[src/rtl/ide_tim_pkg.sv]
package ide_tim_pkg;

    // Channel word field positions (drive 1 fields sit 4 bits above drive 0)
    localparam int unsigned B_FAST    = 0;
    localparam int unsigned B_IORDY   = 1;
    localparam int unsigned B_DMAONLY = 2;
    localparam int unsigned DRV_STEP  = 4;
    localparam int unsigned B_RCT_LO  = 8;
    localparam int unsigned B_ISP_LO  = 12;
    localparam int unsigned B_SLV_EN  = 14;
    localparam int unsigned B_DEC_EN  = 15;

    // Secondary byte field positions
    localparam int unsigned S_RCT_LO  = 0;
    localparam int unsigned S_ISP_LO  = 4;

    typedef enum logic [2:0] {
        ST_IDLE,
        ST_SETUP,
        ST_ACTIVE,
        ST_STRETCH,
        ST_RECOVER
    } strobe_state_e;

    typedef struct packed {
        logic fast;
        logic iordy_en;
        logic dma_only;
    } drive_ctl_t;

    // sample-point code -> strobe clocks (5,4,3,2)
    function automatic logic [2:0] isp_clocks(input logic [1:0] code);
        return 3'd5 - {1'b0, code};
    endfunction

    // recovery code -> recovery clocks (4,3,2,1)
    function automatic logic [2:0] rct_clocks(input logic [1:0] code);
        return 3'd4 - {1'b0, code};
    endfunction

endpackage

[src/rtl/ide_tim_regs.sv]
module ide_tim_regs #(
    parameter logic [15:0] WORD_RST = 16'h8000
) (
    input  logic        clk,
    input  logic        rst_n,
    input  logic        reg_wr,
    input  logic        reg_sel,
    input  logic [15:0] reg_wdata,
    output logic [15:0] tim_word,
    output logic [7:0]  slv_byte,
    output logic [15:0] reg_rdata
);

    always_ff @(posedge clk) begin
        if (!rst_n) begin
            tim_word <= WORD_RST;
            slv_byte <= '0;
        end else if (reg_wr) begin
            if (reg_sel) slv_byte <= reg_wdata[7:0];
            else         tim_word <= reg_wdata;
        end
    end

    assign reg_rdata = reg_sel ? {8'h00, slv_byte} : tim_word;

endmodule

[src/rtl/ide_tim_decode.sv]
module ide_tim_decode
    import ide_tim_pkg::*;
#(
    parameter int CNT_W           = 4,
    parameter int FAST_SETUP      = 2,
    parameter int COMPAT_SETUP    = 3,
    parameter int COMPAT_ACTIVE   = 10,
    parameter int COMPAT_RECOVERY = 5
) (
    input  logic [15:0]      tim_word,
    input  logic [7:0]       slv_byte,
    input  logic             cmd_drive,
    input  logic             cmd_dma,
    output logic [CNT_W-1:0] setup_len,
    output logic [CNT_W-1:0] act_len,
    output logic [CNT_W-1:0] rec_len,
    output logic             iordy_en
);

    localparam int NUM_DRV = 2;

    drive_ctl_t ctl [NUM_DRV];

    for (genvar g = 0; g < NUM_DRV; g++) begin : g_drv
        assign ctl[g] = '{
            fast:     tim_word[B_FAST    + DRV_STEP*g],
            iordy_en: tim_word[B_IORDY   + DRV_STEP*g],
            dma_only: tim_word[B_DMAONLY + DRV_STEP*g]
        };
    end

    drive_ctl_t  sel;
    logic        use_slv;
    logic        fast_ok;
    logic [1:0]  isp_code;
    logic [1:0]  rct_code;

    always_comb begin
        sel      = ctl[cmd_drive];
        use_slv  = cmd_drive && tim_word[B_SLV_EN];
        isp_code = use_slv ? slv_byte[S_ISP_LO +: 2] : tim_word[B_ISP_LO +: 2];
        rct_code = use_slv ? slv_byte[S_RCT_LO +: 2] : tim_word[B_RCT_LO +: 2];
        fast_ok  = sel.fast && (cmd_dma || !sel.dma_only);
        iordy_en = sel.iordy_en;
        if (fast_ok) begin
            setup_len = CNT_W'(FAST_SETUP);
            act_len   = CNT_W'(isp_clocks(isp_code));
            rec_len   = CNT_W'(rct_clocks(rct_code));
        end else begin
            setup_len = CNT_W'(COMPAT_SETUP);
            act_len   = CNT_W'(COMPAT_ACTIVE);
            rec_len   = CNT_W'(COMPAT_RECOVERY);
        end
    end

    logic unused_bits;
    assign unused_bits = ^{tim_word[3], tim_word[7], tim_word[11:10],
                           tim_word[B_DEC_EN], slv_byte[3:2], slv_byte[7:6]};

endmodule

[src/rtl/ide_tim_fsm.sv]
module ide_tim_fsm
    import ide_tim_pkg::*;
#(
    parameter int CNT_W = 4
) (
    input  logic             clk,
    input  logic             rst_n,
    input  logic             start,
    input  logic             cmd_drive,
    input  logic             cmd_write,
    input  logic [CNT_W-1:0] setup_len,
    input  logic [CNT_W-1:0] act_len,
    input  logic [CNT_W-1:0] rec_len,
    input  logic             iordy_en,
    input  logic             iordy,
    output logic             busy,
    output logic             addr_setup,
    output logic             rd_strobe,
    output logic             wr_strobe,
    output logic             recovery,
    output logic             cyc_drive
);

    localparam logic [CNT_W-1:0] ONE = CNT_W'(1);

    strobe_state_e    state, state_nx;
    logic [CNT_W-1:0] cnt, cnt_nx;
    logic [CNT_W-1:0] act_q, rec_q;
    logic             ie_q, wr_q, drv_q;

    // state register and per-cycle latches
    always_ff @(posedge clk) begin
        if (!rst_n) begin
            state <= ST_IDLE;
            cnt   <= '0;
            act_q <= '0;
            rec_q <= '0;
            ie_q  <= 1'b0;
            wr_q  <= 1'b0;
            drv_q <= 1'b0;
        end else begin
            state <= state_nx;
            cnt   <= cnt_nx;
            if (state == ST_IDLE && start) begin
                act_q <= act_len;
                rec_q <= rec_len;
                ie_q  <= iordy_en;
                wr_q  <= cmd_write;
                drv_q <= cmd_drive;
            end
        end
    end

    // next state
    always_comb begin
        state_nx = state;
        cnt_nx   = cnt;
        unique case (state)
            ST_IDLE: begin
                if (start) begin
                    state_nx = ST_SETUP;
                    cnt_nx   = setup_len - ONE;
                end
            end
            ST_SETUP: begin
                if (cnt == '0) begin
                    state_nx = ST_ACTIVE;
                    cnt_nx   = act_q - ONE;
                end else begin
                    cnt_nx = cnt - ONE;
                end
            end
            ST_ACTIVE: begin
                if (cnt != '0) begin
                    cnt_nx = cnt - ONE;
                end else if (ie_q && !iordy) begin
                    state_nx = ST_STRETCH;
                end else begin
                    state_nx = ST_RECOVER;
                    cnt_nx   = rec_q - ONE;
                end
            end
            ST_STRETCH: begin
                if (iordy) begin
                    state_nx = ST_RECOVER;
                    cnt_nx   = rec_q - ONE;
                end
            end
            ST_RECOVER: begin
                if (cnt == '0) state_nx = ST_IDLE;
                else           cnt_nx   = cnt - ONE;
            end
            default: begin
                state_nx = ST_IDLE;
                cnt_nx   = '0;
            end
        endcase
    end

    // outputs
    always_comb begin
        busy       = (state != ST_IDLE);
        addr_setup = (state == ST_SETUP);
        rd_strobe  = (state == ST_ACTIVE || state == ST_STRETCH) && !wr_q;
        wr_strobe  = (state == ST_ACTIVE || state == ST_STRETCH) && wr_q;
        recovery   = (state == ST_RECOVER);
        cyc_drive  = drv_q;
    end

endmodule

[src/rtl/ide_strobe_timer.sv]
module ide_strobe_timer
    import ide_tim_pkg::*;
#(
    parameter int          FAST_SETUP      = 2,
    parameter int          COMPAT_SETUP    = 3,
    parameter int          COMPAT_ACTIVE   = 10,
    parameter int          COMPAT_RECOVERY = 5,
    parameter logic [15:0] WORD_RST        = 16'h8000
) (
    input  logic        clk,
    input  logic        rst_n,
    input  logic        reg_wr,
    input  logic        reg_sel,
    input  logic [15:0] reg_wdata,
    output logic [15:0] reg_rdata,
    input  logic        cmd_valid,
    input  logic        cmd_drive,
    input  logic        cmd_write,
    input  logic        cmd_dma,
    input  logic        iordy,
    output logic        busy,
    output logic        addr_setup,
    output logic        rd_strobe,
    output logic        wr_strobe,
    output logic        recovery,
    output logic        cyc_drive
);

    localparam int MAX_FAST_ACT = 5;
    localparam int MAX_A  = (COMPAT_ACTIVE > MAX_FAST_ACT) ? COMPAT_ACTIVE : MAX_FAST_ACT;
    localparam int MAX_S  = (COMPAT_SETUP > FAST_SETUP) ? COMPAT_SETUP : FAST_SETUP;
    localparam int MAX_R  = (COMPAT_RECOVERY > 4) ? COMPAT_RECOVERY : 4;
    localparam int MAX_AS = (MAX_A > MAX_S) ? MAX_A : MAX_S;
    localparam int MAX_L  = (MAX_AS > MAX_R) ? MAX_AS : MAX_R;
    localparam int CNT_W  = $clog2(MAX_L + 1);

    logic [15:0]      tim_word;
    logic [7:0]       slv_byte;
    logic [CNT_W-1:0] setup_len, act_len, rec_len;
    logic             iordy_en;
    logic             start;

    ide_tim_regs #(.WORD_RST(WORD_RST)) u_regs (
        .clk       (clk),
        .rst_n     (rst_n),
        .reg_wr    (reg_wr),
        .reg_sel   (reg_sel),
        .reg_wdata (reg_wdata),
        .tim_word  (tim_word),
        .slv_byte  (slv_byte),
        .reg_rdata (reg_rdata)
    );

    ide_tim_decode #(
        .CNT_W           (CNT_W),
        .FAST_SETUP      (FAST_SETUP),
        .COMPAT_SETUP    (COMPAT_SETUP),
        .COMPAT_ACTIVE   (COMPAT_ACTIVE),
        .COMPAT_RECOVERY (COMPAT_RECOVERY)
    ) u_dec (
        .tim_word  (tim_word),
        .slv_byte  (slv_byte),
        .cmd_drive (cmd_drive),
        .cmd_dma   (cmd_dma),
        .setup_len (setup_len),
        .act_len   (act_len),
        .rec_len   (rec_len),
        .iordy_en  (iordy_en)
    );

    assign start = cmd_valid && tim_word[B_DEC_EN];

    ide_tim_fsm #(.CNT_W(CNT_W)) u_fsm (
        .clk        (clk),
        .rst_n      (rst_n),
        .start      (start),
        .cmd_drive  (cmd_drive),
        .cmd_write  (cmd_write),
        .setup_len  (setup_len),
        .act_len    (act_len),
        .rec_len    (rec_len),
        .iordy_en   (iordy_en),
        .iordy      (iordy),
        .busy       (busy),
        .addr_setup (addr_setup),
        .rd_strobe  (rd_strobe),
        .wr_strobe  (wr_strobe),
        .recovery   (recovery),
        .cyc_drive  (cyc_drive)
    );

endmodule

[config.mk]
export PLATFORM = sky130hd
export DESIGN_NAME = ide_strobe_timer
export DESIGN_NICKNAME = d
export VERILOG_FILES = /design/src/rtl/ide_tim_pkg.sv /design/src/rtl/ide_tim_regs.sv /design/src/rtl/ide_tim_decode.sv /design/src/rtl/ide_tim_fsm.sv /design/src/rtl/ide_strobe_timer.sv
export SDC_FILE = /design/constraint.sdc
export NUM_CORES = 1
export LEC_CHECK = 0
export BUFFER_PORTS_ARGS = -buffer_cell sky130_fd_sc_hd__buf_2
export CAP_MARGIN = 20
export CORE_UTILIZATION = 42
export CTS_CLUSTER_SIZE = 20
export DETAILED_ROUTE_END_ITERATION = 10
export GPL_TIMING_DRIVEN = 1
export PLACE_DENSITY = 0.67
export SLEW_MARGIN = 10
export SYNTH_ARGS = -nofsm -noshare
export SYNTH_HDL_FRONTEND = slang
export SYNTH_SLANG_ARGS = --single-unit
[constraint.sdc]
create_clock -name clk -period 4.5 [get_ports clk]
set_input_delay 0.9 -clock clk [delete_from_list [all_inputs] [get_ports clk]]
set_output_delay 0.9 -clock clk [all_outputs]
set_load 0.005 [all_outputs]
== Word-level counts from Yosys, hierarchy flattened ==
Cells that the tools add are included.

* Word-level logic and storage cells: 72
* Bits in latches: 0
* Output and inout bits: 22
* RAM bits: 0
* Input bits: 25
* Bits in read-only memories: 0
* Memories kept: 0
* Bits in registers: 42

* Equal/unequal tests: 11
* Bitwise logic cells: 2
* Multipliers: 0
* Shift-type cells: 0
* Mux-type cells: 23
* Order comparisons: 1
* Add/sub/neg operators: 6
* Reduce and logical (&&, ||, !) cells: 20
* Div/mod/pow operators: 0

{| class="wikitable"
|+ Operators with widths
! cell !! number
|-
| $mux W3 || 10
|-
| $mux W4 || 7
|-
| $pmux W4 S5 || 1
|-
| $mux W16 || 1
|-
| $pmux W3 S5 || 1
|-
| $sub A4 B1 Y4 const B || 3
|-
| $logic_and A1 B1 Y1 || 7
|-
| $eq A3 B2 Y1 const B || 2
|-
| $ne A2 B1 Y1 const B || 3
|-
| $ne A2 B2 Y1 const B || 3
|-
| $sub A3 B2 Y3 const A || 2
|-
| $reduce_and A5 Y1 || 1
|-
| $logic_not A4 Y1 || 1
|-
| $mux W2 || 2
|-
| $reduce_and A2 Y1 || 2
|-
| $reduce_and A4 Y1 || 1
|-
| $reduce_bool A4 Y1 || 1
|-
| $eq A3 B1 Y1 const B || 1
|-
| $eq A3 B3 Y1 const B || 1
|-
| $logic_not A1 Y1 || 3
|-
| $logic_not A3 Y1 || 1
|-
| $ne A3 B2 Y1 const B || 1
|-
| $reduce_bool A3 Y1 || 1
|-
| $sub A2 B1 Y3 const B || 1
|-
| 5 further kinds || 6
|}

== Longest topological paths before layout ==
Gate-level depths: netlist of the first run.

* Depth in word-level cells: 11
* Mapped depth: 7
* Gate-level depth less buffers: 7

== Modules after synthesis ==
Synthesis of the first run repeated with hierarchy kept, for this count alone.

* Cells, all modules: 294
* Area, all modules: 2454.9 sq um

{| class="wikitable"
|+ Modules (own cells, without submodules)
! module !! cells an instance !! times used !! area an instance (sq um) !! seq. area each (sq um)
|-
| ide_tim_fsm || 150 || 1 || 1141.1 || 360.3
|-
| ide_tim_regs || 115 || 1 || 1107.3 || 480.5
|-
| ide_tim_decode || 28 || 1 || 200.2 || 0.0
|-
| ide_strobe_timer || 1 || 1 || 6.3 || 0.0
|}

== Worst setup path before layout of the first run ==
No wires, ideal clock.

* Path kind: input-to-output
* Start: input port reg_sel
* End: output port reg_rdata[5]
* Arrival time: 1738 ps
* Buffers on the path: 2
* Stages: 3
* Required time: 3600 ps
* Path slack: 1862 ps
* Path through: buf_2 buf_1 mux2_2

* Word-level cells in the longest chain between the ends: 1

{| class="wikitable"
|+ Ends and longest elaborated chain
! element !! RTL line !! RTL
|-
| start: declaration || ide_strobe_timer.sv:13 || <nowiki>input logic reg_sel,</nowiki>
|-
| $mux W16 || ide_tim_regs.sv:24 || <nowiki>assign reg_rdata = reg_sel ? {8'h00, slv_byte} : tim_word;</nowiki>
|-
| end: declaration || ide_strobe_timer.sv:15 || <nowiki>output logic [15:0] reg_rdata,</nowiki>
|}

Every way passes these cells.

== Worst setup path after layout of the first run ==
* Start: input port reg_sel
* End: output port reg_rdata[1]

Same word-level chain as after synthesis.

==> reports/metrics.csv, run 1 <==
metric,value,unit
#FFs+latches synth,41,
Area growth syn-to-layout,15.3,%
Synth cell types,52,
placement row count,26,
ant diodes,0,
Worst slew margin,58.9,%
Synth Area per Inst,8.16,um^2
Vias/cell,5.23,
CTS tree,built,
grt total ovfl,0,
crit path DAT,1.81,ns
cts hold-fix bufs,0,
CTS max path bufs,2,
outcome,finished clean,
Worst-path clk slew,0.09,ns
worst ir drop on vdd,0.221,mV
Total Routing Usage GR,19.9,%
"Clk Latency, worst-skew pair",0.30,ns
R2R setup slack,2.60,ns
Hold WC Path Type,flop to flop,
Mapped Nets,309,
die area,0.00572,mm^2
Final Setup Violations,0,
hpwl dp,3.57,mm
largest family of logic cells by synthesized area,simple AND/OR/NAND/NOR gates,
routed wire length,4.98,mm
largest area contributor in the netlist,dfxtp_1,
IO Pins,47,
WL/cell,12.9,um
postcts setup bufs,0,
Synth Area in Adders,2.75,%
Peak Freq,368,MHz
"Data required, critical path",3.60,ns
Worst Setup Start Kind,input pin,
hold path start,u_regs.tim_word[11]$_SDFFE_PN0P_,
Leakage,0.00110,uW
Slew Limit Fails,0,
"Seq/Total Area, Yosys",36.0,%
Routed Antenna Nets,0,
critical path type,input pin to primary output,
pwr/cell area,511,mW/mm^2
Core Region,0.00517,mm^2
Commonest cells post-synth,"62 x nand2_1, 41 x dfxtp_1, 14 x a21boi_0, 14 x a21boi_1, 13 x nand3_1",
MaxCap Viol Count,0,
CP Launch Point,reg_sel,
Die Span X,75.6,um
asr flop ratio synth,0,%
PnR worst setup slack,1.79,ns
clk_skew,0.0128,ns
Slew @ Worst Pin,0.616,ns
ranking of synthesized cells by area,"dfxtp_1 36%, nand2_1 10%, a21boi_0 4.6%",
Initial Util,44.0,%
Die Y,75.6,um
Final TNS setup,0,ns
Mapped Cells,279,
RSZ-0062 raised after global routing,false,
compound-gate portion of the synthesized area,23.1,%
Tcrit/Tclk final,60.3,%
"EDFF count, synth",0,
WHS,0.453,ns
Root Driver,clkbuf_8,
Synth Cell Area,0.00228,mm^2
total number of vias,2019,
post-synthesis mux area share,4.78,%
first-pass GRT wire length,8.53,mm
vias in the first global route,1810,
clk sink count,41,
sequential cell area,821,um^2
simple-gate share of the synthesized area,25.3,%
total iterations of the first detailed-routing run,4,
"count leader, synth",nand2_1,
fillers,529,
"Hold Vio Cnt, Final",0,
Post-synth top flop,dfxtp_1,
Power Total,1340,uW
Synthesis Warnings,0,
CTS Buf Count,5,
initial antenna violation count,0,
post-cts sizing count,0,
share of cells above drive strength 1,22.8,%
CTS H-tree lvls,2,
CP Capture Type,primary output,
XOR/XNOR share of the synthesized area,1.92,%
nets@finish,345,
CP max FO,28,
FF-to-FF Start,u_fsm.cnt[0]$_SDFFE_PN0P_,
DRC marker count from the first detailed-route iteration,76,
largest net degree at the start of global routing,39,
drt drc,0,
routability cong.,0.810,
Period minus WS final,2.71,ns
IO buf count,46,
Setup WS pre-CTS,1.79,ns
Multi-input gate area,0.00132,mm^2
post-synth top area share,36.0,%
cell type report:
cell class | count | area share [%]
multi-input combinational | 207 | 50.2
sequential | 41 | 31.3
timing repair buffer | 47 | 9.06
tap | 70 | 3.34
clock buffer | 6 | 2.76
inverter | 13 | 1.86
clock inverter | 2 | 1.48
power by group:
group,internal [uW],leakage [uW],switching [uW]
clock network,167,0.0000554,131
registers,422,0.000336,84.7
logic,251,0.000706,286
path summary, 6_finish.rpt:
path,endpoint,cells past startpoint
max,reg_rdata[1],3
min,u_regs.tim_word[11]$_SDFFE_PN0P_,2
max reg2reg,u_fsm.cnt[3]$_SDFFE_PN0P_,7
min reg2reg,u_regs.tim_word[11]$_SDFFE_PN0P_,2
cells by family after synthesis:
| kind of cell | after synthesis |
|---|---|
| DFF | 41 |
| buffers and inverters | 31 |
| muxes | 10 |
| adders and majority gates | 5 |
| and+or+nand+nor | 116 |
| AOI/OAI and AO/OA | 71 |
| xor gates and xnor gates | 5 |
sequential cells by signal (all words and copies together) (netlist names):
register,flops
u_regs.tim_word,16
u_regs.slv_byte,8
u_fsm.act_q,4
u_fsm.cnt,4
u_fsm.rec_q,3
u_fsm.state,3
u_fsm.cyc_drive,1
u_fsm.ie_q,1
u_fsm.wr_q,1
stage by stage:
stage          cell area, um^2  util, %  cells
6_report                  2630     50.7    386
3_5_place_dp              2510     48.5    377
3_3_place_gp              2510     48.5    377
4_1_cts                   2620     50.6    385
2_1_floorplan             2280        -    279
5_1_grt                   2630     50.7    386
layer usage:
metal  global-route usage [%]  vias to the layer above  routed length (um)
li1                         -                     1037                   -
met1                     27.3                      913                2400
met2                     30.9                       67                2230
met3                     5.29                        2                 322
met4                     6.17                        0                  29
met5                        0                        -                   0
worst max-delay path, stage by stage:
cell	delay [ns]
buf_2	0.39
mux2_2	0.39
buf_2	0.13
cell usage in the layout (no fill, tap or decap), types with 7 or more instances in the layout:
cell type,netlist,final
a21oi_1,7,7
buf_2,5,46
inv_1,12,12
mux2_2,7,7
nor2b_1,9,9
a21boi_1,14,14
nand2_1,62,62
nand3_1,13,13
a21boi_0,14,14
dfxtp_1,41,41
No activity file was read; power rests on OpenSTA's default activity.
==> run 2, diff against run 1 <==
Clock period 4.5 ns to 2.55 ns, I/O delays scaled along.
==> run 2 against run 1 <==
  * Core utilization is 0.24 points higher
  * Cell area rose by 0.48%
  * First-iteration DRC count down 17%
  * Largest power group unchanged
==> reports/metrics.csv, run 2 (synthesis results as in run 1) <==
metric,value,unit,change
Die Y,75.6,um,unchanged
CTS H-tree lvls,2,,unchanged
clk sink count,41,,unchanged
post-cts sizing count,0,,unchanged
Critical Path Sink,addr_setup,,was reg_rdata[1]
PnR worst setup slack,0.489,ns,was 1.79 ns
die area,0.00572,mm^2,unchanged
Slew Limit Fails,0,,unchanged
Total Routing Usage GR,19.7,%,was 19.9%
Root Driver,clkbuf_8,,unchanged
most frequent cells in the layout,"62 x nand2_1, 46 x buf_2, 41 x dfxtp_1",,unchanged
"Data required, critical path",2.04,ns,was 3.60 ns
Hold WC Path Type,input pin to flop,,was flop to flop
Sequential Power Share,37.6,%,was 37.8%
pwr/cell area,905,mW/mm^2,was 511 mW/mm^2
grt total ovfl,0,,unchanged
"Cell Count, Final, Fillers Out",387,,was 386
CP Launch Point,u_fsm.state[0]$_SDFFE_PN0P_,,was reg_sel
Final Setup Violations,0,,unchanged
worst path buffer plus inverter count,1,,was 2
Leakage,0.00111,uW,was 0.00110 uW
routed wire length,5.00,mm,was 4.98 mm
Worst slew margin,58.8,%,was 58.9%
r2r worst-path depth,7,,unchanged
Worst-path clk slew,0.08,ns,was 0.09 ns
worst ir drop on vdd,0.381,mV,was 0.221 mV
crit path DAT,1.55,ns,was 1.81 ns
Initial Util,44.0,%,unchanged
Period minus WS final,2.06,ns,
max reg flops,16,,unchanged
MaxCap Viol Count,0,,unchanged
fillers,507,,was 529
nets@finish,346,,was 345
"Hold Vio Cnt, Final",0,,unchanged
Power Total,2390,uW,was 1340 uW
IO Pins,47,,unchanged
CP max FO,17,,was 28
clk_skew,0.00298,ns,was 0.0128 ns
Logic pwr share,39.7,%,was 40.1%
CP Capture Type,primary output,,unchanged
postcts setup bufs,0,,unchanged
drt drc,0,,unchanged
CTS max path bufs,2,,unchanged
slowest CP cell,dfxtp_1,,was buf_2
routability cong.,0.803,,was 0.810
CTS Buf Count,5,,unchanged
IO buf count,46,,unchanged
most flop-heavy register,u_regs.tim_word,,unchanged
switching pwr,879,uW,was 502 uW
Setup WS pre-CTS,0.507,ns,was 1.79 ns
Routed Antenna Nets,0,,unchanged
"commonest non-fill, non-tap cell in the layout",nand2_1,,unchanged
Reg-to-Reg End,u_fsm.cnt[3]$_SDFFE_PN0P_,,unchanged
clock share of power,22.8,%,was 22.1%
first-pass GRT wire length,8.42,mm,was 8.53 mm
worst-path cell chain,nor3b_2 > buf_2,,was buf_2 > mux2_2 > buf_2
ant diodes,0,,unchanged
Final TNS setup,0,ns,unchanged
WL/cell,12.9,um,about the same
Worst Setup Start Kind,flop,,was input pin
Tcrit/Tclk final,80.8,%,
total iterations of the first detailed-routing run,4,,unchanged
cts hold-fix bufs,0,,unchanged
switch share,36.8,%,was 37.4%
initial antenna violation count,0,,unchanged
Vias/cell,5.19,,was 5.23
Die Span X,75.6,um,unchanged
RSZ-0062 raised after global routing,false,,unchanged
"Largest delay share family, worst path",flip-flops,,was buffers and inverters
Area growth syn-to-layout,15.8,%,was 15.3%
"Clk Latency, worst-skew pair",0.29,ns,was 0.30 ns
Slew @ Worst Pin,0.619,ns,was 0.616 ns
CP max stage delay,0.67,ns,was 0.39 ns
Power Internal,1510,uW,was 840 uW
largest net degree at the start of global routing,38,,was 39
Peak Freq,485,MHz,
critical path type,flop to primary output,,was input pin to primary output
hpwl dp,3.58,mm,was 3.57 mm
vias in the first global route,1857,,was 1810
Core Region,0.00517,mm^2,unchanged
Crit path depth,2,,was 3
total number of vias,2009,,was 2019
Regs by FF count,"u_regs.tim_word x16, u_regs.slv_byte x8",,unchanged
outcome,finished clean,,unchanged
CTS tree,built,,unchanged
share of cells above drive strength 1,23.0,%,was 22.8%
DRC marker count from the first detailed-route iteration,63,,was 76
R2R setup slack,0.66,ns,was 2.60 ns
placement row count,26,,unchanged
FF-to-FF Start,u_fsm.cnt[0]$_SDFFE_PN0P_,,unchanged
post-layout util,51.0,%,was 50.7%
placed cells,378,,was 377
-- run 2: worst min path at each step --
| stage | from | to | slack (ns) | cells after the start |
|---|---|---|---|---|
| after floorplan | u_regs.tim_word[10]$_SDFFE_PN0P_ | u_regs.tim_word[10]$_SDFFE_PN0P_ | 0.43 | 2 |
| after global placement | u_regs.tim_word[11]$_SDFFE_PN0P_ | u_regs.tim_word[11]$_SDFFE_PN0P_ | 0.44 | 2 |
| after detailed placement | u_regs.tim_word[7]$_SDFFE_PN0P_ | u_regs.tim_word[7]$_SDFFE_PN0P_ | 0.45 | 2 |
| after CTS | reg_wdata[15] | u_regs.tim_word[15]$_SDFFE_PN1P_ | 0.42 | 3 |
| after global routing | reg_wdata[15] | u_regs.tim_word[15]$_SDFFE_PN1P_ | 0.45 | 3 |
| final | reg_wdata[15] | u_regs.tim_word[15]$_SDFFE_PN1P_ | 0.42 | 3 |
-- run 2: layer usage --
| layer | share of wire, % | GRT usage [%] | vias up | wire, um |
|---|---|---|---|---|
| li1 | - | - | 1050 | - |
| met1 | 49 | 25.5 | 894 | 2470 |
| met2 | 44 | 32.3 | 56 | 2200 |
| met3 | 5.0 | 3.97 | 9 | 250 |
| met4 | 1.6 | 7.41 | 0 | 82 |
| met5 | 0 | 0 | - | 0 |
-- run 2: power by group through the flow --
| stage | sequential (uW) | combinational (uW) | clock [uW] |
|---|---|---|---|
| after floorplan | 832 | 828 | 0 |
| after global placement | 906 | 936 | 0 |
| after detailed placement | 913 | 949 | 0 |
| after CTS | 897 | 954 | 554 |
| after global routing | 921 | 1070 | 576 |
| final | 897 | 947 | 544 |
-- run 2: final cells by class --
class | count | area (um^2) | share of cell area (%)
clock inverter | 1 | 30.0 | 1.14
clock buffer | 7 | 86.3 | 3.27
inverter | 13 | 48.8 | 1.85
tap | 70 | 87.6 | 3.32
sequential | 41 | 821 | 31.1
multi-input combinational | 207 | 1320 | 50.0
timing repair buffer | 48 | 245 | 9.30
-- run 2: worst register-to-register path, cell delays in order, from the launching register on --
cell and delay (ns):
dfxtp_1 0.32, inv_1 0.12, ha_1 0.21, nor3b_4 0.42, o21ai_1 0.23, o32ai_1 0.32
a311oi_1 0.08, o22ai_1 0.13
-- run 2: through the flow --
| stage | hold slack (ns) | area (um^2) |
|---|---|---|
| after detailed placement | 0.446 | 2510 |
| after global routing | 0.453 | 2640 |
| after CTS | 0.423 | 2630 |
| after global placement | 0.437 | 2510 |
| final | 0.424 | 2640 |
| after floorplan | 0.430 | 2280 |
==> run 3, diff against run 2 <==
Clock period 2.55 ns to 2.1 ns, I/O delays scaled along.
==> run 3 against run 2 <==
  * Core utilization grew 0.36 points
  * Critical endpoint is now wr_strobe
  * Cell area is 0.71% higher
  * Combinational power rose by 31%
  * Largest cell class unchanged
==> reports/metrics.csv, run 3 (synthesis results as in run 1) <==
metric,value,unit,change
outcome,finished clean,,unchanged
clk_skew,0.00769,ns,was 0.00298 ns
most flop-heavy register,u_regs.tim_word,,unchanged
hpwl dp,3.80,mm,was 3.58 mm
fillers,510,,was 507
Tcrit/Tclk final,93.2,%,
first-pass GRT wire length,8.89,mm,was 8.42 mm
CTS tree,built,,unchanged
total iterations of the first detailed-routing run,4,,unchanged
grt total ovfl,0,,unchanged
Final TNS setup,0,ns,unchanged
placed cells,384,,was 378
Initial Util,44.0,%,unchanged
nets@finish,352,,was 346
CTS H-tree lvls,2,,unchanged
crit path DAT,1.54,ns,was 1.55 ns
Worst-path clk slew,0.09,ns,was 0.08 ns
Slew @ Worst Pin,0.574,ns,was 0.619 ns
"Data required, critical path",1.68,ns,was 2.04 ns
Die Span X,75.6,um,unchanged
Leakage,0.00112,uW,was 0.00111 uW
IO buf count,46,,unchanged
die area,0.00572,mm^2,unchanged
pwr/cell area,1080,mW/mm^2,was 905 mW/mm^2
sequential cell area,821,um^2,unchanged
clk sink count,41,,unchanged
Core Region,0.00517,mm^2,unchanged
Hold WC Path Type,input pin to flop,,unchanged
IO Pins,47,,unchanged
MaxCap Viol Count,0,,unchanged
most frequent cells in the layout,"62 x nand2_1, 46 x buf_2, 41 x dfxtp_1",,unchanged
Final Setup Violations,0,,unchanged
total number of vias,2078,,was 2009
Setup WS pre-CTS,0.241,ns,was 0.507 ns
Die Y,75.6,um,unchanged
routed wire length,5.27,mm,was 5.00 mm
Multi-input gate area,0.00132,mm^2,unchanged
RSZ-0062 raised after global routing,false,,unchanged
Total Routing Usage GR,20.7,%,was 19.7%
postcts setup bufs,0,,unchanged
Vias/cell,5.29,,was 5.19
CTS Buf Count,5,,unchanged
placement row count,26,,unchanged
CP Capture Type,primary output,,unchanged
post-cts sizing count,0,,unchanged
Slew Limit Fails,0,,unchanged
drt drc,0,,unchanged
"Cell Count, Final, Fillers Out",393,,was 387
initial antenna violation count,0,,unchanged
"Hold Vio Cnt, Final",0,,unchanged
"commonest non-fill, non-tap cell in the layout",nand2_1,,unchanged
WHS,0.320,ns,was 0.424 ns
Area growth syn-to-layout,16.6,%,was 15.8%
Worst Setup Start Kind,flop,,unchanged
PnR worst setup slack,0.143,ns,was 0.489 ns
Worst slew margin,61.7,%,was 58.8%
CP max FO,15,,was 17
"Clk Latency, worst-skew pair",0.30,ns,was 0.29 ns
largest net degree at the start of global routing,38,,unchanged
routability cong.,0.904,,was 0.803
Power Total,2860,uW,was 2390 uW
ant diodes,0,,unchanged
share of cells above drive strength 1,24.8,%,was 23.0%
Peak Freq,511,MHz,
Root Driver,clkbuf_8,,unchanged
critical path type,flop to primary output,,unchanged
vias in the first global route,1893,,was 1857
Routed Antenna Nets,0,,unchanged
CTS max path bufs,2,,unchanged
cts hold-fix bufs,0,,unchanged
max reg flops,16,,unchanged
DRC marker count from the first detailed-route iteration,84,,was 63
Period minus WS final,1.96,ns,
WL/cell,13.4,um,was 12.9 um
worst ir drop on vdd,0.518,mV,was 0.381 mV
Regs by FF count,"u_regs.tim_word x16, u_regs.slv_byte x8",,unchanged
==> run 3: cell count changes in the layout (fill, tap and decap cells not counted) <==
cell / previous run / this run
buf_4: 2 / 8
bufinv_16: 1 / 0
clkbuf_1: 1 / 0
clkbuf_8: 6 / 5
clkinv_2: 0 / 1
clkinvlp_4: 0 / 1
inv_6: 0 / 1
==> run 3: path summary, 6_finish.rpt <==
check                                     endpoint  cells past startpoint  slack (ns)                          from
setup / recovery                         wr_strobe                      3        0.14   u_fsm.state[1]$_SDFFE_PN0P_
hold / removal    u_regs.tim_word[15]$_SDFFE_PN1P_                      3        0.32                 reg_wdata[15]
setup reg to reg         u_fsm.cnt[2]$_SDFFE_PN0P_                      8        0.17     u_fsm.cnt[0]$_SDFFE_PN0P_
hold reg to reg       u_fsm.cyc_drive$_SDFFE_PN0P_                      2        0.46  u_fsm.cyc_drive$_SDFFE_PN0P_
==> run 3: where the power goes <==
group	switching, uW	internal (uW)
clock	304	236
combinational	658	586
sequential	172	905
==> run 3: area by class of cell <==
type | instances | area share, %
Clock inverter | 3 | 0.801
Clock buffer | 5 | 2.59
Multi-Input combinational cell | 207 | 49.6
Tap cell | 70 | 3.30
Sequential cell | 41 | 30.9
Timing Repair Buffer | 54 | 10.9
Inverter | 13 | 1.84
==> run 3: metrics by stage <==
| stage | cell area (um^2) | utilization, % |
|---|---|---|
| floorplan | 2280 | - |
| global placement | 2560 | 49.5 |
| detailed placement | 2560 | 49.5 |
| CTS | 2650 | 51.2 |
| global route | 2660 | 51.4 |
| finish | 2660 | 51.4 |
==> run 3: critical path: stages, from the launching register on <==
cell and delay, ns:
dfxtp_1 0.69, and2b_1 0.31, and2_1 0.14, buf_2 0.10
==> run 3: routing by layer <==
metal / vias to the layer above / part of all wire (%) / GRT usage [%]
li1: 1053 / - / -
met1: 960 / 47 / 27.6
met2: 58 / 47 / 33.4
met3: 7 / 5.1 / 3.70
met4: 0 / 1.5 / 8.02
met5: - / 0 / 0
